**config.mk**
```make
export PLATFORM = sky130hd
export DESIGN_NAME = timer_unit
export DESIGN_NICKNAME = d
export VERILOG_FILES = /design/src/rtl/timer_pkg.sv /design/src/rtl/tmr_down_chan.sv /design/src/rtl/tmr_free_cnt.sv /design/src/rtl/timer_unit.sv
export SDC_FILE = /design/constraint.sdc
export NUM_CORES = 1
export LEC_CHECK = 0
export ABC_CLOCK_PERIOD_IN_PS = 6600
export BUFFER_PORTS_ARGS = -buffer_cell sky130_fd_sc_hd__buf_2
export CAP_MARGIN = 20
export CORE_MARGIN = 5
export CORE_UTILIZATION = 51
export CTS_CLUSTER_SIZE = 30
export DETAILED_ROUTE_END_ITERATION = 16
export PLACE_DENSITY_LB_ADDON = 0.25
export RECOVER_POWER = 50
export SYNTH_ARGS = -nofsm -noshare
export SYNTH_HDL_FRONTEND = slang
export SYNTH_HIERARCHICAL = 1
export SYNTH_SLANG_ARGS = --single-unit
```
**constraint.sdc**
```tcl
create_clock -name clk -period 6.6 [get_ports clk]
set_input_delay 1.32 -clock clk [delete_from_list [all_inputs] [get_ports clk]]
set_output_delay 1.32 -clock clk [all_outputs]
set_load 0.02 [all_outputs]
```
**src/rtl/timer_pkg.sv**
```systemverilog
package timer_pkg;

    localparam int ADDR_W = 8;
    localparam int DATA_W = 32;
    localparam int NUM_CH = 3;

    // register offsets inside one channel group
    localparam logic [ADDR_W-1:0] OFF_RELOAD = 8'h00;
    localparam logic [ADDR_W-1:0] OFF_COUNT  = 8'h04;
    localparam logic [ADDR_W-1:0] OFF_CTRL   = 8'h08;
    localparam logic [ADDR_W-1:0] OFF_ACK    = 8'h0C;

    // free-running counter words
    localparam logic [ADDR_W-1:0] FREE_LO_ADDR = 8'h60;
    localparam logic [ADDR_W-1:0] FREE_HI_ADDR = 8'h64;
    localparam int FREE_EN_BIT = 8;

    // control word bit positions
    localparam int CTL_RUN_BIT  = 7;
    localparam int CTL_PER_BIT  = 6;
    localparam int CTL_SLOW_BIT = 3;

    typedef struct packed {
        logic run;
        logic periodic;
        logic slow_sel;
    } chan_ctrl_t;

    function automatic logic [ADDR_W-1:0] group_base(input int ch);
        case (ch)
            0:       return 8'h00;
            1:       return 8'h20;
            default: return 8'h80;
        endcase
    endfunction

    function automatic logic [ADDR_W-1:0] reg_addr(input int ch, input logic [ADDR_W-1:0] off);
        return group_base(ch) | off;
    endfunction

    function automatic chan_ctrl_t ctrl_unpack(input logic [DATA_W-1:0] w);
        chan_ctrl_t c;
        c.run      = w[CTL_RUN_BIT];
        c.periodic = w[CTL_PER_BIT];
        c.slow_sel = w[CTL_SLOW_BIT];
        return c;
    endfunction

    function automatic logic [DATA_W-1:0] ctrl_pack(input chan_ctrl_t c);
        logic [DATA_W-1:0] w;
        w = '0;
        w[CTL_RUN_BIT]  = c.run;
        w[CTL_PER_BIT]  = c.periodic;
        w[CTL_SLOW_BIT] = c.slow_sel;
        return w;
    endfunction

endpackage

```
**src/rtl/tmr_down_chan.sv**
```systemverilog
module tmr_down_chan
    import timer_pkg::*;
#(
    parameter int W = 16
) (
    input  logic              clk,
    input  logic              rst,
    input  logic              slow_tick,
    input  logic              fast_tick,
    input  logic              wr_reload,
    input  logic              wr_ctrl,
    input  logic              wr_ack,
    input  logic [DATA_W-1:0] wdata,
    output logic [W-1:0]      count,
    output logic [W-1:0]      reload,
    output chan_ctrl_t        ctrl,
    output logic              irq,
    output logic              underflow
);

    logic step;

    assign step      = ctrl.run && (ctrl.slow_sel ? slow_tick : fast_tick);
    // a reload write takes priority over the tick in the same cycle
    assign underflow = step && (count == '0) && !wr_reload;

    always_ff @(posedge clk) begin
        if (rst) begin
            count  <= '0;
            reload <= '0;
            ctrl   <= '0;
            irq    <= 1'b0;
        end else begin
            if (wr_ctrl)
                ctrl <= ctrl_unpack(wdata);

            if (wr_reload) begin
                reload <= wdata[W-1:0];
                count  <= wdata[W-1:0];
            end else if (step) begin
                if (count == '0)
                    count <= ctrl.periodic ? reload : '1;
                else
                    count <= count - 1'b1;
            end

            if (underflow)
                irq <= 1'b1;
            else if (wr_ack)
                irq <= 1'b0;
        end
    end

endmodule

```
**src/rtl/tmr_free_cnt.sv**
```systemverilog
module tmr_free_cnt
    import timer_pkg::*;
#(
    parameter int FREE_W = 40,
    parameter int LO_W   = 32,
    localparam int HI_W  = FREE_W - LO_W
) (
    input  logic              clk,
    input  logic              rst,
    input  logic              fast_tick,
    input  logic              wr_cfg,
    input  logic              cfg_en,
    input  logic              rd_lo,
    output logic [FREE_W-1:0] value,
    output logic              enabled,
    output logic [HI_W-1:0]   hi_snap
);

    always_ff @(posedge clk) begin
        if (rst) begin
            value   <= '0;
            enabled <= 1'b0;
            hi_snap <= '0;
        end else begin
            if (wr_cfg)
                enabled <= cfg_en;

            if (!enabled)
                value <= '0;
            else if (fast_tick)
                value <= value + 1'b1;

            if (rd_lo)
                hi_snap <= value[FREE_W-1:LO_W];
        end
    end

endmodule

```
**src/rtl/timer_unit.sv**
```systemverilog
module timer_unit
    import timer_pkg::*;
#(
    parameter int NARROW_W  = 16,
    parameter int WIDE_W    = 32,
    parameter int FREE_W    = 40,
    parameter int FREE_LO_W = 32
) (
    input  logic              clk,
    input  logic              rst,
    input  logic [ADDR_W-1:0] bus_addr,
    input  logic              bus_we,
    input  logic              bus_re,
    input  logic [DATA_W-1:0] bus_wdata,
    output logic [DATA_W-1:0] bus_rdata,
    input  logic              slow_tick,
    input  logic              fast_tick,
    output logic [NUM_CH-1:0] irq
);

    localparam int FREE_HI_W = FREE_W - FREE_LO_W;

    logic [DATA_W-1:0] ch_cnt32    [NUM_CH];
    logic [DATA_W-1:0] ch_reload32 [NUM_CH];
    logic [DATA_W-1:0] ch_ctrl32   [NUM_CH];
    logic [NUM_CH-1:0] ch_uf;
    logic [NUM_CH-1:0] ch_en;

    logic [FREE_W-1:0]    fr_cnt;
    logic                 fr_en;
    logic [FREE_HI_W-1:0] fr_hi_snap;

    for (genvar i = 0; i < NUM_CH; i++) begin : g_ch
        localparam int CW = (i == NUM_CH - 1) ? WIDE_W : NARROW_W;

        logic [CW-1:0] cnt_w;
        logic [CW-1:0] rel_w;
        chan_ctrl_t    ctl_w;

        tmr_down_chan #(.W(CW)) u_chan (
            .clk       (clk),
            .rst       (rst),
            .slow_tick (slow_tick),
            .fast_tick (fast_tick),
            .wr_reload (bus_we && bus_addr == reg_addr(i, OFF_RELOAD)),
            .wr_ctrl   (bus_we && bus_addr == reg_addr(i, OFF_CTRL)),
            .wr_ack    (bus_we && bus_addr == reg_addr(i, OFF_ACK)),
            .wdata     (bus_wdata),
            .count     (cnt_w),
            .reload    (rel_w),
            .ctrl      (ctl_w),
            .irq       (irq[i]),
            .underflow (ch_uf[i])
        );

        assign ch_cnt32[i]    = DATA_W'(cnt_w);
        assign ch_reload32[i] = DATA_W'(rel_w);
        assign ch_ctrl32[i]   = ctrl_pack(ctl_w);
        assign ch_en[i]       = ctl_w.run;
    end

    tmr_free_cnt #(.FREE_W(FREE_W), .LO_W(FREE_LO_W)) u_free (
        .clk       (clk),
        .rst       (rst),
        .fast_tick (fast_tick),
        .wr_cfg    (bus_we && bus_addr == FREE_HI_ADDR),
        .cfg_en    (bus_wdata[FREE_EN_BIT]),
        .rd_lo     (bus_re && bus_addr == FREE_LO_ADDR),
        .value     (fr_cnt),
        .enabled   (fr_en),
        .hi_snap   (fr_hi_snap)
    );

    always_comb begin
        bus_rdata = '0;
        for (int i = 0; i < NUM_CH; i++) begin
            if (bus_addr == reg_addr(i, OFF_RELOAD)) bus_rdata = ch_reload32[i];
            if (bus_addr == reg_addr(i, OFF_COUNT))  bus_rdata = ch_cnt32[i];
            if (bus_addr == reg_addr(i, OFF_CTRL))   bus_rdata = ch_ctrl32[i];
        end
        if (bus_addr == FREE_LO_ADDR)
            bus_rdata = DATA_W'(fr_cnt[FREE_LO_W-1:0]);
        if (bus_addr == FREE_HI_ADDR) begin
            bus_rdata[FREE_EN_BIT] = fr_en;
            bus_rdata[7:0]         = 8'(fr_hi_snap);
        end
    end

endmodule

```
==> metrics.md, run 1 <==
| Metric | Value |
|---|---|
| Setup bufs post-CTS | 0 |
| Nets@finish | 1471 |
| Data arrival at the endpoint of the critical path | 4.33 ns |
| Crit Path Category | in2out |
| Reg2Reg Setup Slack | 3.28 ns |
| Post-CTS sizing | 0 |
| Pwr dens | 187.2 mW/mm² |
| Reg2reg path depth | 5 |
| Count of input and output buffers | 80 |
| Hold Path Class | reg2reg |
| Area Growth Syn to Fin | 7.888% |
| TritonRoute pass-1 iters | 8 |
| Pleak | 4.507 nW |
| Max Transition Viols Final | 245 |
| Worst-margin pin slew | 2.760 ns |
| Vias | 11690 |
| Clock Root Buffer | clkbuf_16 |
| DIE AREA | 0.02595 mm² |
| Vias/cell | 6.815 |
| Switching share of power | 0.2768 |
| Peak supply drop | 0.0001357 V |
| Ratio of cells with drive above 1 in the final layout | 0.1139 |
| # IOs | 81 |
| CP Capture Type | output port |
| Reg2reg end | g_ch[2].u_chan/count[5] |
| Die Wd | 161.1 µm |
| Total CTS buffers | 17 |
| Setup TNS | 0 ns |
| Total grt overflow | 0 |
| Worst Hold End | u_free/value[39] |
| CP cell instances | clkbuf_1 > nor3_1 > nand2_1 > nor2_1 > buf_4 > a222oi_1 > inv_1 > buf_2 |
| Setup crit start kind | input pin |
| Clock transition at path regs | 0.07 ns |
| Flop pwr share | 0.489 |
| Gate Count Post-Synth | 1408 |
| Crit-path max cell delay | 0.89 ns |
| Psw | 0.6506 mW |
| Hold depth | 2 |
| H-tree depth | 4 |
| Vias in the first global route | 10510 |
| Initial antenna violation count | 0 |
| Worst-path maximum fanout | 19 |
| DP HPWL | 27180 µm |
| Rel. slew slack | -0.8398 |
| Worst r2r src | g_ch[2].u_chan/count[14] |
| Largest net degree at the start of global routing | 59 |
| Hold Buf Count CTS | 0 |
| Logic pwr share | 0.075 |
| Failing checks | max-capacitance violations, max-slew violations |
| Outcome | complete, but fails checks |
| Core ar. | 0.02257 mm² |
| Routability cong. | 1.022 |
| Crit share post-route | 0.8561 |
| Post-Syn Area per Cell | 8.269 µm² |
| Final ANT Viol Nets | 0 |
| Post-Synthesis Cell Area | 0.01164 mm² |
| CP max-delay cell | nor2_1 |
| First-pass GRT wire length | 59800 µm |
| DRC Markers | 0 |
| Fmax | 0.1770 GHz |
| Initial core utilization | 0.5158 |
| WL final | 38520 µm |
| Syn nets | 1461 |
| WP data required | 5.28 ns |
| CTS tree | yes |
| Unrepaired setup endpoints after global routing | no |
| Num rows | 55 |
| Worst Skew | 0.01201 ns |
| Tmin final | 5.650 ns |
| Pint | 1.700 mW |
| Longest Clk Path Bufs | 2 |
| Hold path start | u_free/value[39] |
| Wire per inst | 22.45 µm |
| Clock power share | 0.436 |
| Diodes inserted | 0 |
| # clock sinks | 189 |
| Die height | 161.1 µm |
| Finish-stage setup viols | 0 |
| Tot GR Track Use | 0.2836 |
| Starting DRC count in detailed routing | 2005 |
| Yosys warns | 6 |
| Final Hold Viols | 0 |
| Overall Power | 2.351 mW |
| Clock latency on the worst-skew pair | 0.45 ns |
| Max-cap violations | 5 |
## layout by cell type, fill, tap and decap left out, types with 8 or more instances in the layout
| cell type | n |
|---|---|
| and4_1 | 8 |
| a21oi_1 | 60 |
| a221oi_1 | 12 |
| and3_1 | 12 |
| o31ai_1 | 32 |
| xor2_1 | 9 |
| o211ai_1 | 8 |
| clkbuf_16 | 17 |
| nor3_1 | 61 |
| inv_1 | 58 |
| dfxtp_1 | 189 |
| a211oi_1 | 8 |
| o221ai_1 | 21 |
| nand2_1 | 76 |
| a22oi_1 | 37 |
| nor4_1 | 16 |
| o21ai_0 | 36 |
| mux2i_1 | 101 |
| nand2b_1 | 22 |
| nor2_1 | 173 |
| buf_2 | 74 |
| nand3_1 | 23 |
| xnor2_1 | 29 |
| nor3b_1 | 14 |
| or3_1 | 16 |
| buf_4 | 8 |
| a222oi_1 | 36 |
| clkbuf_1 | 9 |
| a31oi_1 | 10 |
| o22ai_1 | 23 |
| o32ai_1 | 15 |
| and2_1 | 9 |
| nand4_1 | 30 |
| nor2b_1 | 18 |
| or4_1 | 23 |
## area by class of cell
class,instances,area (µm²)
clock inverters,15,148.9
clock buffers,17,425.4
multi-input cells,1058,7138
repair buffers,93,486.7
flip-flops and latches,189,3784
well taps,285,356.6
fillers,2131,10010
inverters,59,221.5
## metal layers
| metal | part of all wire | vias up | track usage |
|---|---|---|---|
| met5 | 0 | - | 0 |
| met4 | 0.030 | 0 | 0.09461 |
| met3 | 0.090 | 88 | 0.04185 |
| met2 | 0.44 | 641 | 0.4369 |
| met1 | 0.44 | 5602 | 0.4081 |
| li1 | - | 5363 | - |
## per-stage QoR
stage / instances / util / setup WS [ns] / cell area, µm² / hold WS, ns
detailed placement: 1682 / 0.5327 / 1.711 / 12020 / 0.4674
global route: 1716 / 0.5565 / 0.7495 / 12560 / 0.5084
finish: 1716 / 0.5565 / 0.9496 / 12560 / 0.4739
CTS: 1714 / 0.5581 / 1.686 / 12600 / 0.4790
global placement: 1682 / 0.5327 / 1.700 / 12020 / 0.4556
floorplan: 1408 / - / 2.315 / 11640 / 0.4423
## worst max-delay path by stage
stage	endpoint	slack, ns	depth (start not counted)	start
global placement	bus_rdata[19]	1.70	8	bus_addr[1]
global route	bus_rdata[31]	0.75	8	bus_addr[1]
floorplan	bus_rdata[6]	2.31	7	bus_addr[3]
detailed placement	bus_rdata[19]	1.71	8	bus_addr[1]
CTS	bus_rdata[6]	1.69	7	bus_addr[2]
finish	bus_rdata[31]	0.95	8	bus_addr[1]
## power groups by stage
stage / logic (mW) / registers (mW) / clock network (mW)
CTS: 0.171 / 1.15 / 1.04
detailed placement: 0.171 / 1.18 / 0
global placement: 0.170 / 1.18 / 0
floorplan: 0.119 / 1.17 / 0
finish: 0.176 / 1.15 / 1.03
global route: 0.186 / 1.15 / 1.08
## critical path: cells and delay by family
kind	cells	cell delay (ns)
and+or+nand+nor	3	2.00
buffers and inverters	4	0.83
AOI/OAI and AO/OA	1	0.17
## registers in the layout, indices dropped and copies added, names as in the netlist
signal	flops
g_ch.u_chan/ctrl	9
g_ch.u_chan/reload	64
u_free/enabled	1
g_ch.u_chan/count	64
u_free/hi_snap	8
g_ch.u_chan/irq	3
u_free/value	40
Power figures use the tool's default switching activity.
==> run 2: changes to the inputs <==
--- a/config.mk
+++ b/config.mk
@@ -5,6 +5,7 @@
 export SDC_FILE = /design/constraint.sdc
 export NUM_CORES = 1
 export LEC_CHECK = 0
+export ABC_AREA = 1
 export ABC_CLOCK_PERIOD_IN_PS = 6600
 export BUFFER_PORTS_ARGS = -buffer_cell sky130_fd_sc_hd__buf_2
 export CAP_MARGIN = 20
==> run 2 against run 1 <==
Net effect:
- the run still ends with max-capacitance violations, max-slew violations left
- final cell count rose by 42%
- flip-flop and latch count stayed put
- utilization rose by 0.32 points
- combinational power is essentially flat
- first-iteration DRC count shrank 34%
- worst setup slack gained 0.44 ns
- highest routed layer unchanged
==> metrics.md, run 2 <==
| Metric | Value |
|---|---|
| DIE AREA | 0.02768 mm² (+6.7%) |
| Die Wd | 166.4 µm (+3.3%) |
| Hold slack | 0.4698 ns (-0.004186 ns) |
| DRC Markers | 0 (unchanged) |
| Initial core utilization | 0.5158 (about the same) |
| Starting DRC count in detailed routing | 1315 (-34%) |
| Peak supply drop | 0.0001496 V (+10%) |
| Count of input and output buffers | 80 (unchanged) |
| H-tree depth | 4 (unchanged) |
| Unrepaired setup endpoints after global routing | no |
| Tmin final | 5.212 ns (-0.4383 ns) |
| Worst Skew | 0.01645 ns (+0.004448 ns) |
| Rel. slew slack | -0.9224 (-0.08265) |
| Clock Root Buffer | clkbuf_16 |
| # clock sinks | 189 (unchanged) |
| Largest net degree at the start of global routing | 78 (+32%) |
| CP Capture Type | output port |
| Overall Power | 2.407 mW (+2.4%) |
| Failing checks | max-capacitance violations, max-slew violations |
| Vias/cell | 5.673 (-17%) |
| Crit share post-route | 0.7897 (-0.06641) |
| Diodes inserted | 0 (unchanged) |
| Ratio of cells with drive above 1 in the final layout | 0.1120 (-0.001899) |
| Register area | 0.003784 mm² (unchanged) |
| Reg2reg end | u_free/value[14] |
| Crit Path Category | in2out |
| Pwr dens | 177.9 mW/mm² (-4.9%) |
| Setup crit start kind | input pin |
| Reg2Reg Setup Slack | 4.08 ns (+0.80 ns) |
| Post-Synthesis Cell Area | 0.01247 mm² (+7.1%) |
| # IOs | 81 (unchanged) |
| Psw | 0.6430 mW (-1.2%) |
| Worst Hold End | u_free/hi_snap[4] |
| Die height | 166.4 µm (+3.3%) |
| Logic pwr share | 0.074 (about the same) |
| Core ar. | 0.02418 mm² (+7.1%) |
| First-pass GRT wire length | 69490 µm (+16%) |
| Met1 Track Usage GR | 0.3884 (-0.01966) |
| Max-cap violations | 2 (-3) |
| Vias in the first global route | 12880 (+23%) |
| Hold Path Class | reg2reg |
| Total CTS buffers | 17 (unchanged) |
| Routability cong. | 0.9173 (-10%) |
| Reg2reg path depth | 6 (+1) |
| Switching share of power | 0.2671 (-0.009650) |
| Pleak | 6.360 nW (+41%) |
| Met3 global-route usage | 0.04761 (+0.005760) |
| Clock transition at path regs | 0.07 ns (about the same) |
| WL final | 43560 µm (+13%) |
| Clock power share | 0.451 (+0.015) |
| Nets@finish | 2147 (+46%) |
| Syn nets | 2117 (+45%) |
| Flop pwr share | 0.475 (-0.014) |
| Outcome | complete, but fails checks |
| Yosys warns | 6 (unchanged) |
| Most frequent cells in the layout | 661 x nand2_1, 241 x nor2_1, 231 x a21oi_1, 189 x dfxtp_1, 156 x inv_1 |
| Tot GR Track Use | 0.3056 (+0.02207) |
| Finish-stage setup viols | 0 (unchanged) |
| DP HPWL | 31150 µm (+15%) |
| Area Growth Syn to Fin | 8.509% |
| Num rows | 57 (+3.6%) |
| Final Hold Viols | 0 (unchanged) |
| Multi-input gate area in the final layout | 0.007522 mm² (+5.4%) |
| WP data required | 5.28 ns (about the same) |
| Worst-path maximum fanout | 33 (+14) |
| Initial antenna violation count | 0 (unchanged) |
| Hold Buf Count CTS | 0 (unchanged) |
| Commonest non-fill, non-tap cell in the layout | nand2_1 |
| Fmax | 0.1919 GHz (+8.4%) |
| Gate Count Post-Synth | 2064 (+47%) |
| TritonRoute pass-1 iters | 6 (-2) |
| Setup bufs post-CTS | 0 (unchanged) |
| Longest Clk Path Bufs | 2 (unchanged) |
| Total grt overflow | 0 (unchanged) |
| Data arrival at the endpoint of the critical path | 3.89 ns (-0.44 ns) |
| Met2 Use GR | 0.5022 (+0.06533) |
| Hold path start | u_free/hi_snap[4] |
| Gr busiest metal | met2 |
| Post-Syn Area per Cell | 6.041 µm² (-27%) |
| Post-CTS sizing | 0 (unchanged) |
| Setup TNS | 0 ns (unchanged) |
| Final Util | 0.5596 (+0.003158) |
| Fill count | 2487 (+17%) |
| Wire per inst | 17.92 µm (-20%) |
| Max Transition Viols Final | 98 (-60%) |
| Worst r2r src | u_free/enabled |
| Clock latency on the worst-skew pair | 0.44 ns (about the same) |
| Largest regs | g_ch.u_chan/count: 64 flops, g_ch.u_chan/reload: 64 flops, u_free/value: 40 flops |
| Final ANT Viol Nets | 0 (unchanged) |
| Hold depth | 2 (unchanged) |
| Worst-margin pin slew | 2.884 ns (+0.1240 ns) |
| Vias | 13790 (+18%) |
| CTS tree | yes |
| Pint | 1.764 mW (+3.8%) |
run 2: through the flow:
stage          area, µm²  cells  setup slack, ns
4_1_cts            13530   2428            1.948
6_report           13530   2431            1.388
2_1_floorplan      12470   2064            2.914
5_1_grt            13530   2431            1.149
3_3_place_gp       12900   2395            2.074
3_5_place_dp       12930   2396            1.945
run 2: worst max-delay path, stage by stage:
cell and delay [ns]:
buf_2 0.12, inv_1 0.06, nand2_2 0.04, nor2_1 1.00, inv_2 0.16, nor2_8 0.52
inv_2 0.08, o21ai_0 0.18, inv_1 0.05, nand2_1 0.06, nand4_1 0.10, buf_2 0.18
run 2: worst max path at each step:
stage,slack [ns],endpoint,from
final,1.39,bus_rdata[6],bus_addr[3]
after global routing,1.15,bus_rdata[3],bus_addr[3]
after CTS,1.95,bus_rdata[14],bus_addr[4]
after detailed placement,1.95,bus_rdata[14],bus_addr[4]
after global placement,2.07,bus_rdata[2],bus_addr[4]
after floorplan,2.91,bus_rdata[3],bus_addr[4]
run 2: layout make-up:
cell class,count,area share
clock buffers,17,0.03144
clock inverters,15,0.01304
inverters,185,0.05132
multi-input cells,1609,0.5559
flip-flops and latches,189,0.2796
well taps,324,0.02996
repair buffers,92,0.03865
run 2: power groups by stage:
stage	clock (mW)	sequential [mW]	combinational (mW)
floorplan	0	1.17	0.114
global placement	0	1.17	0.172
detailed placement	0	1.17	0.174
CTS	1.10	1.14	0.175
global route	1.14	1.14	0.195
finish	1.08	1.14	0.178
run 2: metal layers:
layer / vias up / wire [µm]
met4: 0 / 2496
met5: - / 0
li1: 6724 / -
met3: 144 / 3243
met2: 629 / 20010
met1: 6294 / 17800
==> run 3: changes to the inputs <==
--- a/config.mk
+++ b/config.mk
@@ -6,7 +6,7 @@
 export NUM_CORES = 1
 export LEC_CHECK = 0
 export ABC_AREA = 1
-export ABC_CLOCK_PERIOD_IN_PS = 6600
+export ABC_CLOCK_PERIOD_IN_PS = 5150
 export BUFFER_PORTS_ARGS = -buffer_cell sky130_fd_sc_hd__buf_2
 export CAP_MARGIN = 20
 export CORE_MARGIN = 5
==> constraint.sdc (replaced) <==
create_clock -name clk -period 5.15 [get_ports clk]
set_input_delay 1.03 -clock clk [delete_from_list [all_inputs] [get_ports clk]]
set_output_delay 1.03 -clock clk [all_outputs]
set_load 0.02 [all_outputs]
==> run 3 against run 2 <==
Net effect:
- the run still ends with max-capacitance violations, max-slew violations left
- global-route usage decreased by 0.34 points
- count of clock-buffer cells in the layout grew 4
- die area unchanged
- via count shrank 0.57%
- clock skew rose by 0.0015 ns
- critical path depth down 4
- register-to-register slack worse by 1.4 ns
- sequential power rose by 29%
- critical endpoint is now g_ch[2].u_chan/irq
- largest cell class unchanged
==> metrics.md, run 3 (same netlist as run 2, synthesis figures left out) <==
| Metric | Value |
|---|---|
| Outcome | complete, but fails checks |
| Failing checks | max-capacitance violations, max-slew violations |
| Largest regs | g_ch.u_chan/count: 64 flops, g_ch.u_chan/reload: 64 flops, u_free/value: 40 flops |
| Worst-path maximum fanout | 62 (+88%) |
| DIE AREA | 0.02768 mm² (unchanged) |
| Post-CTS sizing | 0 (unchanged) |
| Count of input and output buffers | 80 (unchanged) |
| CTS tree | yes |
| Reg2Reg Setup Slack | 2.71 ns (-1.37 ns) |
| Initial core utilization | 0.5158 (unchanged) |
| CP Capture Type | register |
| Pwr dens | 222.9 mW/mm² (+25%) |
| WP data required | 5.42 ns (+0.14 ns) |
| Most frequent cells in the layout | 660 x nand2_1, 240 x nor2_1, 231 x a21oi_1, 189 x dfxtp_1, 156 x inv_1 |
| Wire per inst | 17.84 µm (-0.43%) |
| Initial antenna violation count | 0 (unchanged) |
| Starting DRC count in detailed routing | 1225 (-6.8%) |
| Multi-input gate area in the final layout | 0.007547 mm² (+0.33%) |
| Vias/cell | 5.641 (-0.57%) |
| Crit Path Category | in2reg |
| DP HPWL | 31080 µm (-0.22%) |
| Final Hold Viols | 0 (unchanged) |
| Vias in the first global route | 12800 (-0.57%) |
| Largest net degree at the start of global routing | 63 (-19%) |
| Reg2reg path depth | 6 (unchanged) |
| Clock transition at path regs | 0.07 ns (about the same) |
| Nets@finish | 2148 (+0.047%) |
| DRC Markers | 0 (unchanged) |
| Peak supply drop | 0.0001954 V (+31%) |
| Max Transition Viols Final | 97 (-1.0%) |
| Hold Path Class | reg2reg |
| Vias | 13710 (-0.57%) |
| Longest Clk Path Bufs | 2 (unchanged) |
| Commonest non-fill, non-tap cell in the layout | nand2_1 |
| Num rows | 57 (unchanged) |
| WL final | 43370 µm (-0.43%) |
| Tmin final | 4.350 ns |
| Die height | 166.4 µm (unchanged) |
| Crit share post-route | 0.8447 |
| Hold Buf Count CTS | 0 (unchanged) |
| Clock latency on the worst-skew pair | 0.45 ns (about the same) |
| H-tree depth | 4 (unchanged) |
| Rel. slew slack | -0.8957 (+0.02678) |
| Hold depth | 2 (unchanged) |
| Die Wd | 166.4 µm (unchanged) |
| Register area | 0.003784 mm² (unchanged) |
| Max-cap violations | 3 (+1) |
| Clock Root Buffer | clkbuf_16 |
| Fmax | 0.2299 GHz |
| Total CTS buffers | 17 (unchanged) |
| Worst Skew | 0.01791 ns (+0.001457 ns) |
| Area Growth Syn to Fin | 8.208% |
| Final ANT Viol Nets | 0 (unchanged) |
| Finish-stage setup viols | 0 (unchanged) |
| Core ar. | 0.02418 mm² (unchanged) |
| Ratio of cells with drive above 1 in the final layout | 0.1130 (+0.0009492) |
| Setup crit start kind | input pin |
| Worst-margin pin slew | 2.843 ns (-0.04018 ns) |
| Unrepaired setup endpoints after global routing | no |
| Final Cell Area | 0.01349 mm² (-0.28%) |
| Routability cong. | 0.9467 (+3.2%) |
| First-pass GRT wire length | 68530 µm (-1.4%) |
| Total grt overflow | 0 (unchanged) |
| TritonRoute pass-1 iters | 6 (unchanged) |
| # IOs | 81 (unchanged) |
| Setup bufs post-CTS | 0 (unchanged) |
| Pleak | 6.334 nW (-0.41%) |
| Tot GR Track Use | 0.3022 (-0.003405) |
| Fill count | 2512 (+1.0%) |
| Diodes inserted | 0 (unchanged) |
| Data arrival at the endpoint of the critical path | 4.62 ns (+0.73 ns) |
| # clock sinks | 189 (unchanged) |
| Dpl cell area | 0.01292 mm² (about the same) |
| Setup TNS | 0 ns (unchanged) |
-- run 3: metal layers --
metal	GRT usage	vias to the layer above	routed length, µm
met5	0	-	0
met4	0.1234	0	1650
met3	0.04642	108	2824
met2	0.5213	555	20900
met1	0.3776	6321	18000
li1	-	6729	-
-- run 3: critical path: stages --
cell and delay (ns):
buf_2 0.11, nor2_1 0.15, nand3_2 0.25, nor3_2 0.28, clkbuf_1 2.05, nor2_1 0.37
nand2_1 0.29, a21oi_1 0.08
-- run 3: final timing paths --
check,startpoint,to
max,bus_addr[5],g_ch[2].u_chan/irq
min,g_ch[0].u_chan/irq,g_ch[0].u_chan/irq
max reg2reg,u_free/enabled,u_free/value[14]
min reg2reg,g_ch[0].u_chan/irq,g_ch[0].u_chan/irq
-- run 3: area by class of cell --
cell class,instances,area share
Clock buffer,21,0.03338
Inverter,185,0.05147
Multi-Input combinational cell,1609,0.5593
Clock inverter,10,0.007882
Sequential cell,189,0.2804
Tap cell,324,0.03004
Timing Repair Buffer,93,0.03746
-- run 3: metrics by stage --
step	power (mW)	setup WS, ns	hold WS [ns]	std cells	util
3_3_place_gp	1.722	1.194	0.4541	2398	0.5344
5_1_grt	3.123	0.4996	0.4843	2431	0.5581
6_report	3.007	0.7997	0.4677	2431	0.5581
3_5_place_dp	1.724	1.103	0.4559	2398	0.5344
4_1_cts	3.022	1.101	0.4691	2429	0.5575
2_1_floorplan	1.645	2.044	0.4406	2064	-
-- run 3: power by group --
part / switching (mW) / internal, mW / total, mW
clock network: 0.624 / 0.687 / 1.31
registers: 0.00425 / 1.46 / 1.47
logic: 0.165 / 0.0647 / 0.229
total: 0.793 / 2.21 / 3.01
